<file path="src/rtl/pgm_pkg.sv">
package pgm_pkg;

   typedef enum logic [3:0] {
      S_IDLE,
      S_SETUP,
      S_PULSE,
      S_RECOVER,
      S_VERIFY,
      S_NEXT,
      S_CHK_HI,
      S_CHK_LO,
      S_DONE,
      S_FAIL
   } seq_state_t;

   // supply select encodings
   localparam logic [1:0] VS_NOM  = 2'b00;
   localparam logic [1:0] VS_PROG = 2'b01;
   localparam logic [1:0] VS_HI   = 2'b10;
   localparam logic [1:0] VS_LO   = 2'b11;

   // failure phase encodings
   localparam logic [1:0] PH_NONE = 2'b00;
   localparam logic [1:0] PH_PROG = 2'b01;
   localparam logic [1:0] PH_HI   = 2'b10;
   localparam logic [1:0] PH_LO   = 2'b11;

endpackage

</file>
<file path="src/rtl/seq_timer.sv">
// Down-counter shared by pulse and settle intervals; expired while at zero.
module seq_timer #(
   parameter int TW = 8
) (
   input  logic          clk,
   input  logic          rst_n,
   input  logic          load,
   input  logic [TW-1:0] load_val,
   output logic          expired
);
   logic [TW-1:0] cnt_q;

   always_ff @(posedge clk or negedge rst_n) begin
      if (!rst_n)
         cnt_q <= '0;
      else if (load)
         cnt_q <= load_val;
      else if (cnt_q != '0)
         cnt_q <= cnt_q - 1'b1;
   end

   assign expired = (cnt_q == '0);


   tmr_count_chk: assert property (@(posedge clk) disable iff (!rst_n)
      (!load && cnt_q != '0) |=> (cnt_q == $past(cnt_q) - 1'b1));
endmodule

</file>
<file path="src/rtl/pulse_tally.sv">
// Counts program pulses applied to the current byte.
module pulse_tally #(
   parameter int MAX_PULSES = 25,
   localparam int CW = $clog2(MAX_PULSES + 1)
) (
   input  logic clk,
   input  logic rst_n,
   input  logic clear,
   input  logic incr,
   output logic at_cap
);
   logic [CW-1:0] cnt_q;

   always_ff @(posedge clk or negedge rst_n) begin
      if (!rst_n)
         cnt_q <= '0;
      else if (clear)
         cnt_q <= '0;
      else if (incr)
         cnt_q <= cnt_q + 1'b1;
   end

   assign at_cap = (cnt_q == CW'(MAX_PULSES));


   tally_cap_chk: assert property (@(posedge clk) disable iff (!rst_n)
      at_cap |-> !incr);
endmodule

</file>
<file path="src/rtl/addr_walker.sv">
// Walks an address range; last marks the final byte.
module addr_walker #(
   parameter int AW = 8
) (
   input  logic          clk,
   input  logic          rst_n,
   input  logic          load,
   input  logic [AW-1:0] base,
   input  logic [AW:0]   len,
   input  logic          step,
   output logic [AW-1:0] addr,
   output logic          last
);
   logic [AW:0] rem_q;

   always_ff @(posedge clk or negedge rst_n) begin
      if (!rst_n) begin
         addr  <= '0;
         rem_q <= '0;
      end else if (load) begin
         addr  <= base;
         rem_q <= len;
      end else if (step) begin
         addr  <= addr + 1'b1;
         rem_q <= rem_q - 1'b1;
      end
   end

   assign last = (rem_q == (AW+1)'(1));


   walk_range_chk: assert property (@(posedge clk) disable iff (!rst_n)
      step |-> (rem_q > (AW+1)'(1)));
endmodule

</file>
<file path="src/rtl/pv_prog_seq.sv">
module pv_prog_seq
   import pgm_pkg::*;
#(
   parameter int AW          = 8,
   parameter int DW          = 8,
   parameter int PULSE_CYC   = 20000,  // 100 us at a 200 MHz clock
   parameter int SETTLE_CYC  = 3,
   parameter int MAX_PULSES  = 25,
   parameter bit SKIP_ERASED = 1'b1
) (
   input  logic          clk,
   input  logic          rst_n,
   input  logic          start,
   input  logic [AW-1:0] base_addr,
   input  logic [AW:0]   length,
   output logic [AW-1:0] src_addr,
   input  logic [DW-1:0] src_data,
   output logic [AW-1:0] mem_addr,
   output logic [DW-1:0] mem_wdata,
   output logic          mem_wdata_oe,
   input  logic [DW-1:0] mem_rdata,
   output logic          mem_ce_n,
   output logic          mem_oe_n,
   output logic          vpp_req,
   output logic [1:0]    vsel,
   output logic          done,
   output logic          pass,
   output logic [AW-1:0] fail_addr,
   output logic [1:0]    fail_phase
);
   localparam int TMAX = (PULSE_CYC > SETTLE_CYC) ? PULSE_CYC : SETTLE_CYC;
   localparam int TW   = $clog2(TMAX + 1);

   generate
      if (PULSE_CYC < 1)  begin : g_bad_pulse  $error("PULSE_CYC must be >= 1");  end
      if (SETTLE_CYC < 1) begin : g_bad_settle $error("SETTLE_CYC must be >= 1"); end
      if (MAX_PULSES < 1) begin : g_bad_max    $error("MAX_PULSES must be >= 1"); end
      if (AW < 1 || DW < 1) begin : g_bad_w    $error("AW and DW must be >= 1");  end
   endgenerate

   seq_state_t state_q, state_n;
   logic [DW-1:0] target_q;
   logic [AW-1:0] base_q;
   logic [AW:0]   len_q;
   logic          pass_q;
   logic [AW-1:0] faddr_q;
   logic [1:0]    phase_q;

   logic          tmr_load, tmr_exp;
   logic [TW-1:0] tmr_val;
   logic          walk_load, walk_step, walk_last;
   logic [AW-1:0] walk_base, cur_addr;
   logic [AW:0]   walk_len;
   logic          tally_clr, tally_inc, tally_cap;
   logic          src_erased;
   logic          chk_miss;

   generate
      if (SKIP_ERASED) begin : g_skip
         assign src_erased = &src_data;
      end else begin : g_noskip
         assign src_erased = 1'b0;
      end
   endgenerate

   assign chk_miss  = (mem_rdata != src_data);
   assign walk_base = (state_q == S_IDLE) ? base_addr : base_q;
   assign walk_len  = (state_q == S_IDLE) ? length    : len_q;

   always_comb begin
      state_n   = state_q;
      walk_load = 1'b0;
      walk_step = 1'b0;
      tally_clr = 1'b0;
      tally_inc = 1'b0;
      unique case (state_q)
         S_IDLE: begin
            tally_clr = 1'b1;
            if (start) begin
               walk_load = 1'b1;
               state_n   = (length == '0) ? S_DONE : S_SETUP;
            end
         end
         S_SETUP: if (tmr_exp) begin
            if (src_erased) state_n = S_NEXT;
            else begin
               state_n   = S_PULSE;
               tally_inc = 1'b1;
            end
         end
         S_PULSE:   if (tmr_exp) state_n = S_RECOVER;
         S_RECOVER: if (tmr_exp) state_n = S_VERIFY;
         S_VERIFY: if (tmr_exp) begin
            if (mem_rdata == target_q) state_n = S_NEXT;
            else if (tally_cap)        state_n = S_FAIL;
            else begin
               state_n   = S_PULSE;
               tally_inc = 1'b1;
            end
         end
         S_NEXT: begin
            tally_clr = 1'b1;
            if (walk_last) begin
               walk_load = 1'b1;
               state_n   = S_CHK_HI;
            end else begin
               walk_step = 1'b1;
               state_n   = S_SETUP;
            end
         end
         S_CHK_HI: if (tmr_exp) begin
            if (chk_miss) state_n = S_FAIL;
            else if (walk_last) begin
               walk_load = 1'b1;
               state_n   = S_CHK_LO;
            end else walk_step = 1'b1;
         end
         S_CHK_LO: if (tmr_exp) begin
            if (chk_miss)       state_n = S_FAIL;
            else if (walk_last) state_n = S_DONE;
            else                walk_step = 1'b1;
         end
         S_DONE:  state_n = S_IDLE;
         S_FAIL:  state_n = S_IDLE;
         default: state_n = S_IDLE;
      endcase
   end

   assign tmr_load = (state_n != state_q) || walk_step;
   assign tmr_val  = (state_n == S_PULSE) ? TW'(PULSE_CYC - 1) : TW'(SETTLE_CYC - 1);

   always_ff @(posedge clk or negedge rst_n) begin
      if (!rst_n) begin
         state_q  <= S_IDLE;
         target_q <= '1;
         base_q   <= '0;
         len_q    <= '0;
         pass_q   <= 1'b0;
         faddr_q  <= '0;
         phase_q  <= PH_NONE;
      end else begin
         state_q <= state_n;
         if (state_q == S_IDLE && start) begin
            base_q  <= base_addr;
            len_q   <= length;
            pass_q  <= 1'b0;
            faddr_q <= '0;
            phase_q <= PH_NONE;
         end
         if (state_q == S_SETUP && tmr_exp)
            target_q <= src_data;
         if (state_n == S_DONE)
            pass_q <= 1'b1;
         if (state_n == S_FAIL) begin
            faddr_q <= cur_addr;
            phase_q <= (state_q == S_VERIFY) ? PH_PROG :
                       (state_q == S_CHK_HI) ? PH_HI : PH_LO;
         end
      end
   end

   seq_timer #(.TW(TW)) u_timer (
      .clk(clk), .rst_n(rst_n), .load(tmr_load), .load_val(tmr_val), .expired(tmr_exp)
   );

   pulse_tally #(.MAX_PULSES(MAX_PULSES)) u_tally (
      .clk(clk), .rst_n(rst_n), .clear(tally_clr), .incr(tally_inc), .at_cap(tally_cap)
   );

   addr_walker #(.AW(AW)) u_walk (
      .clk(clk), .rst_n(rst_n), .load(walk_load), .base(walk_base), .len(walk_len),
      .step(walk_step), .addr(cur_addr), .last(walk_last)
   );

   logic in_prog, in_chk;
   assign in_prog = (state_q == S_SETUP) || (state_q == S_PULSE) || (state_q == S_RECOVER)
                 || (state_q == S_VERIFY) || (state_q == S_NEXT);
   assign in_chk  = (state_q == S_CHK_HI) || (state_q == S_CHK_LO);

   assign src_addr     = cur_addr;
   assign mem_addr     = cur_addr;
   assign mem_wdata    = target_q;
   assign mem_wdata_oe = (state_q == S_PULSE);
   assign mem_ce_n     = !((state_q == S_PULSE) || in_chk);
   assign mem_oe_n     = !((state_q == S_VERIFY) || in_chk);
   assign vpp_req      = in_prog;
   assign vsel         = in_prog ? VS_PROG :
                         (state_q == S_CHK_HI) ? VS_HI :
                         (state_q == S_CHK_LO) ? VS_LO : VS_NOM;
   assign done         = (state_q == S_DONE) || (state_q == S_FAIL);
   assign pass         = pass_q;
   assign fail_addr    = faddr_q;
   assign fail_phase   = phase_q;


   prog_enables_chk: assert property (@(posedge clk) disable iff (!rst_n)
      vpp_req |-> (mem_ce_n || mem_oe_n));

   prog_level_chk: assert property (@(posedge clk) disable iff (!rst_n)
      vpp_req |-> (vsel == VS_PROG));

   verify_read_chk: assert property (@(posedge clk) disable iff (!rst_n)
      (vpp_req && !mem_oe_n) |-> (mem_ce_n && !mem_wdata_oe));

   no_erased_pulse_chk: assert property (@(posedge clk) disable iff (!rst_n)
      (SKIP_ERASED && !mem_ce_n && vpp_req) |-> !(&mem_wdata));

   done_single_chk: assert property (@(posedge clk) disable iff (!rst_n)
      done |=> !done);

   lo_after_hi_chk: assert property (@(posedge clk) disable iff (!rst_n)
      (vsel == VS_LO && $past(vsel) != VS_LO) |-> ($past(vsel) == VS_HI));
endmodule

</file>
<file path="config.mk">
export PLATFORM = sky130hd
export DESIGN_NAME = pv_prog_seq
export DESIGN_NICKNAME = d
export VERILOG_FILES = /design/src/rtl/pgm_pkg.sv /design/src/rtl/seq_timer.sv /design/src/rtl/pulse_tally.sv /design/src/rtl/addr_walker.sv /design/src/rtl/pv_prog_seq.sv
export SDC_FILE = /design/constraint.sdc
export NUM_CORES = 1
export LEC_CHECK = 0
export BUFFER_PORTS_ARGS = -buffer_cell sky130_fd_sc_hd__buf_4
export CORE_AREA = 4 4 112 114
export DETAILED_ROUTE_END_ITERATION = 8
export DIE_AREA = 0 0 116 118
export HOLD_SLACK_MARGIN = 0.05
export SYNTH_ARGS = -nofsm -noshare
export SYNTH_HDL_FRONTEND = slang
export SYNTH_SLANG_ARGS = --single-unit
</file>
<file path="constraint.sdc">
create_clock -name clk -period 3.2 [get_ports clk]
set_input_delay 0.64 -clock clk [delete_from_list [all_inputs] [get_ports clk]]
set_output_delay 0.64 -clock clk [all_outputs]
set_load 0.01 [all_outputs]
</file>
Word level (Yosys, flattened, before mapping):

Cells that the tools add are included.

* add/subtract/negate cells: 4
* eq/ne operators: 17
* multiplexer cells: 55
* reductions and logical operators: 25

Operator list (number)
* $mux W4: 14
* $mux W15: 3
* $mux W8: 5
* $pmux W4 S8: 1
* $mux W9: 3
* $eq A4 B3 Y1 const B: 4
* $eq A4 B4 Y1 const B: 4
* $mux W1: 16
* $logic_not A15 Y1: 1
* $reduce_bool A15 Y1: 1
* $sub A15 B1 Y15 const B: 1
* $eq A4 B2 Y1 const B: 3
* $mux W2: 6
* $mux W5: 2
* $reduce_bool A2 Y1: 5
* $eq A9 B1 Y1 const B: 1
* $logic_not A9 Y1: 1
* $logic_or A1 B1 Y1: 9
* $sub A9 B1 Y9 const B: 1
* $add A8 B1 Y8 const B: 1
* $eq A8 B8 Y1: 1
* $ne A8 B8 Y1: 1
* $reduce_and A8 Y1: 1
* $mux W3: 2
* 10 further kinds: 14

* bits in registers: 77
* input port bits: 36
* logic and storage cells: 112

Logic depth before layout (Yosys ltp):

* depth in word-level cells: 8
* mapped depth: 11

By module:

Synthesis repeated with hierarchy kept, for this count alone.

* cell total of the unflattened synthesis: 459
* area total of the unflattened synthesis: 4679.5 µm²

Modules (own cells, without submodules)
* pv_prog_seq: instances 1, cells an instance 243, area each 2588.7 µm², seq. area each 1011.0 µm²
* addr_walker: instances 1, cells an instance 102, area each 939.7 µm², seq. area each 425.4 µm²
* seq_timer: instances 1, cells an instance 89, area each 870.8 µm², seq. area each 375.4 µm²
* pulse_tally: instances 1, cells an instance 25, area each 280.3 µm², seq. area each 125.1 µm²

Worst setup path before layout:

Ideal clock, no wire load.

* kind: in2reg
* start point: input port mem_rdata[6]
* end point: register u_timer.cnt_q[1]
* data arrival time: 2470 ps
* setup slack: 598 ps
* stages on the path: 7
* cell sequence: xor2_1 -> nor4_1 -> nand2_1 -> a31o_2 -> a2111oi_4 -> o21ai_2 -> or3_1

* longest elaborated chain between the ends: 7
* elaborated cells on any way between the ends: 16

Ends and longest elaborated chain
* from (decl): line pv_prog_seq.sv:21 `input logic [DW-1:0] mem_rdata,`
* $ne A8 B8 Y1 or $eq A8 B8 Y1 (tied branches): line pv_prog_seq.sv:66, pv_prog_seq.sv:94
* $mux W4 (on tied branches): line pv_prog_seq.sv:119, pv_prog_seq.sv:94, pv_prog_seq.sv:112
* $mux W4 (on tied branches): line pv_prog_seq.sv:118, pv_prog_seq.sv:93, pv_prog_seq.sv:111
* $pmux W4 S8: line pv_prog_seq.sv:76 `unique case (state_q)`
* $ne A4 B4 Y1: line pv_prog_seq.sv:129 `assign tmr_load = (state_n != state_q) || walk_step;`
* $logic_or A1 B1 Y1 *: line pv_prog_seq.sv:129
* $mux W15 or $reduce_bool A2 Y1 (tied branches)
* to (signal assigned): line seq_timer.sv:17 `cnt_q <= load_val;`
* to (signal assigned): line seq_timer.sv:19 `cnt_q <= cnt_q - 1'b1;`
* to (decl): line seq_timer.sv:11 `logic [TW-1:0] cnt_q;`

Every way passes the cells marked *; elsewhere a longest branch is shown, timed or not.
A chain may end at the register's enable or synchronous reset.

Final worst setup path:

* start point: register u_timer.cnt_q[0]
* end point: register u_timer.cnt_q[1]

* longest elaborated chain between the ends: 6
* elaborated cells on any way between the ends: 17

Ends and longest elaborated chain
* $logic_not A15 Y1: line seq_timer.sv:22 `assign expired = (cnt_q == '0);`
* $mux W4, or another cell as far along: line pv_prog_seq.sv:118 `S_CHK_LO: if (tmr_exp) begin`
* $pmux W4 S8: line pv_prog_seq.sv:76
* $ne A4 B4 Y1: line pv_prog_seq.sv:129
* $logic_or A1 B1 Y1: line pv_prog_seq.sv:129
* $mux W15 or $reduce_bool A2 Y1 (tied branches)

Several ways; a longest one is shown, not always the timed one. The select of a mux whose other input is x is not followed.

==> summary.txt <==
Die
  – Core outline area: about 11000 sq um
  – Site Rows: 39
  – I/O pin total: 78
  – Die footprint: 13700 sq um
  – Die width: approximately 120 um
  – Die Ht: about 120 um
  – Initial Util: about two fifths

Yosys
  – Post-synth top area share: a little under two fifths
  – Cell variety after synth: 69
  – Mean Syn Cell Area: 9.92 sq um
  – Synth warn: 0
  – Largest cells by area after synthesis: dfrtp_1, mux2_2, nand2_1, dfstp_2, xor2_1
  – Synth Register Bits: 77
  – Post-synth top area cell: dfrtp_1
  – Sequential area share after synthesis: 42.5%
  – EDFF count, synth: 0
  – Synthesized Nets: between 500 and 600
  – Asr flop ratio synth: between 90% and 100%
  – Predominant post-synthesis flop cell: dfrtp_1
  – Cell count after synthesis: between 400 and 500
  – Mapped Area: 4560 sq um

Routing
  – DRT Pass-1 Iters: 4
  – DRT Wirelength: 11200 um
  – Vias per cell: 5.38
  – Starting DRT DRC Count: between 150 and 200
  – Post-route ant nets: 0
  – Drt drc: 0
  – Avg WL per Cell: ~16 um
  – Detailed-route via count: between 3000 and 4000

Finish
  – Multi-input gate area: between 2000 and 2500 sq um
  – Register area: between 1500 and 2000 sq um
  – Number of diodes: 0
  – Total Nets Final: between 500 and 600
  – Filler Cells Inserted: 1093
  – Layout cells sized above 1: between 30% and 40%
  – Area grow syn2layout: 23.1%

STA
  – Worst slew pin tran: 993 ps
  – Setup Skew: between 7 and 8 ps
  – Period utilization: 92.8%
  – RSZ-0062 raised after global routing: false
  – Slew margin rel.: 33.8%
  – Final Max Slew Viols: 0
  – Hold Slack: 472 ps
  – Total Neg Setup Slack: 0 ps
  – Tmin final: roughly 3000 ps
  – Max Clk Rate: around 0.34 GHz
  – Final Hold Fails: 0
  – Final setup fails: 0

Power and ir drop
  – Peak ir drop on the vdd network: 0.510 mV
  – P_leak: around 2.6 nW
  – Pwr Density: between 900 and 1000 nW/um^2
  – Pwr Total: between 5 and 6 mW

Place
  – Gpl congestion: a little under 0.9
  – DP HPWL: ~8000 um
  – Number of port buffers: 77

Clock network
  – Post-CTS Setup Bufs: 0
  – Hold_buf cts: 0
  – Clk buf depth: 2
  – Post-CTS Resized: 0
  – Number of H-tree levels: 3
  – Worst-path clk slew: around 60 ps
  – Worst-Skew Late Latency: between 300 and 400 ps
  – CTS sink cnt: 77
  – CTS tree: done
  – Clk root buf: clkbuf_16
  – Number of CTS-inserted buffers: 9

Critical path
  – Crit start category: flip-flop
  – Slowest cell on the critical path: and4b_1
  – Crit path DAT: approximately 3200 ps
  – Crit Path Max Fanout: 11
  – WP data required: 3430 ps
  – Crit. End Element: flip-flop
  – Worst Setup Path Type: flip-flop to flip-flop
  – CP cell instances: inv_1 > ha_1 > nor4b_2 > and4b_1 > a311oi_4 > a2111oi_4 > o21ai_2 > or3_1
  – Crit path largest cell delay: between 500 and 600 ps

Global routing
  – Gr ovfl total: 0
  – Vias in the first global route: 3649
  – First-pass GRT wire length: between 15000 and 20000 um
  – Initial antenna violation count: 0
  – Gr usage total: 16.9%
  – Largest net degree at the start of global routing: slightly below 80

Run status
  – Status: finished, final reports clean

Run
  – MaxCap Viol Count: 0

Hold path
  – Worst hold path class: input port to async pin
-- routing by layer --
layer | vias up | global-route usage, % | routed length [um]
met5 | - | 0 | 0
met4 | 0 | 5.73 | 158
met3 | 9 | 3.91 | 627
met2 | 94 | 24.7 | 5110
met1 | 1803 | 24.6 | 5320
li1 | 1792 | - | -
-- stage by stage --
stage / cells / util (%) / worst slack (ps) / cell area, sq um
global route: 688 / 49.2 / 12.6 / 5610
floorplan: 460 / - / 598 / 4560
detailed placement: 672 / 46.3 / 154 / 5290
global placement: 672 / 46.3 / 213 / 5290
CTS: 688 / 49.2 / 243 / 5610
finish: 688 / 49.2 / 232 / 5610
-- synth_stat cells, types with 5 or more instances --
cell,number
inv_1,19
nand2_1,65
mux2i_1,15
nand3_1,12
xnor2_1,17
a21oi_1,15
nor2_1,34
buf_2,6
nor3_1,21
and2_1,5
mux2_2,25
dfrtp_1,69
buf_4,10
clkbuf_1,6
o21ai_0,14
nand4_1,5
nor4_1,6
dfstp_2,8
xor2_1,19
ha_1,7
-- state kept, by name (all words and copies together), names as in the netlist --
| register | flops |
|---|---|
| base_q | 8 |
| fail_addr | 8 |
| u_timer.cnt_q | 15 |
| mem_wdata | 8 |
| state_q | 4 |
| u_walk.rem_q | 9 |
| pass | 1 |
| u_walk.addr | 8 |
| len_q | 9 |
| u_tally.cnt_q | 5 |
| fail_phase | 2 |
-- critical path, delay by kind of cell, from the launching register on --
family | cells | cell delay [ps]
simple gates | 3 | 1330
compound gates | 3 | 830
flops | 1 | 380
fa+ha+maj | 1 | 170
buf+inv | 1 | 130
-- layout by cell type (no fill, tap or decap), drive strengths merged, types with 7 or more instances in the layout --
cell,instances
inv,19
buf,95
o21ai,18
nand2,65
mux2i,15
xor2,19
nor3,22
clkbuf,9
a21oi,15
dfrtp,69
nor4,12
nor2,34
mux2,25
dfstp,8
xnor2,17
ha,7
nand3,12
-- report_power, final --
part           switching, mW  leakage, nW  total, mW  internal, mW
clock network          0.431        0.160       1.12         0.687
logic                   1.34         1.47       2.49          1.15
registers              0.356        0.956       1.72          1.36
-- logic make-up (layout without fill, tap and decap cells) --
group / after synthesis / in the layout / synth area share, %
adders and majority gates: 7 / 7 / 1.92
muxes: 40 / 40 / 9.46
and+or+nand+nor: 181 / 181 / 21.5
xor gates and xnor gates: 36 / 36 / 6.91
DFF: 77 / 77 / 42.5
AOI/OAI and AO/OA: 74 / 74 / 12.6
buffers and inverters: 45 / 130 / 5.18
-- path summary, 6_finish.rpt --
check | start | to | slack (ps) | cells after the start
worst max-delay path | u_timer.cnt_q[0]$_DFFE_PN0P_ | u_timer.cnt_q[1]$_DFFE_PN0P_ | 230 | 8
worst min-delay path | rst_n | u_tally.cnt_q[0]$_DFFE_PN0P_ | 470 | 1
worst max register to register | u_timer.cnt_q[0]$_DFFE_PN0P_ | u_timer.cnt_q[1]$_DFFE_PN0P_ | 230 | 8
worst min register to register | len_q[6]$_DFFE_PN0P_ | len_q[6]$_DFFE_PN0P_ | 500 | 1
max in group asynchronous | rst_n | u_walk.rem_q[8]$_DFFE_PN0P_ | 2100 | 1
min in group clk | len_q[6]$_DFFE_PN0P_ | len_q[6]$_DFFE_PN0P_ | 500 | 1
-- cell type report --
class / instances / area share (%)
tap: 143 / 3.19
inverter: 19 / 1.27
clock buffer: 9 / 4.01
sequential: 77 / 34.5
clock inverter: 7 / 1.78
timing repair buffer: 95 / 12.7
multi-input combinational: 338 / 42.5
Power figures use the tool's default switching activity.
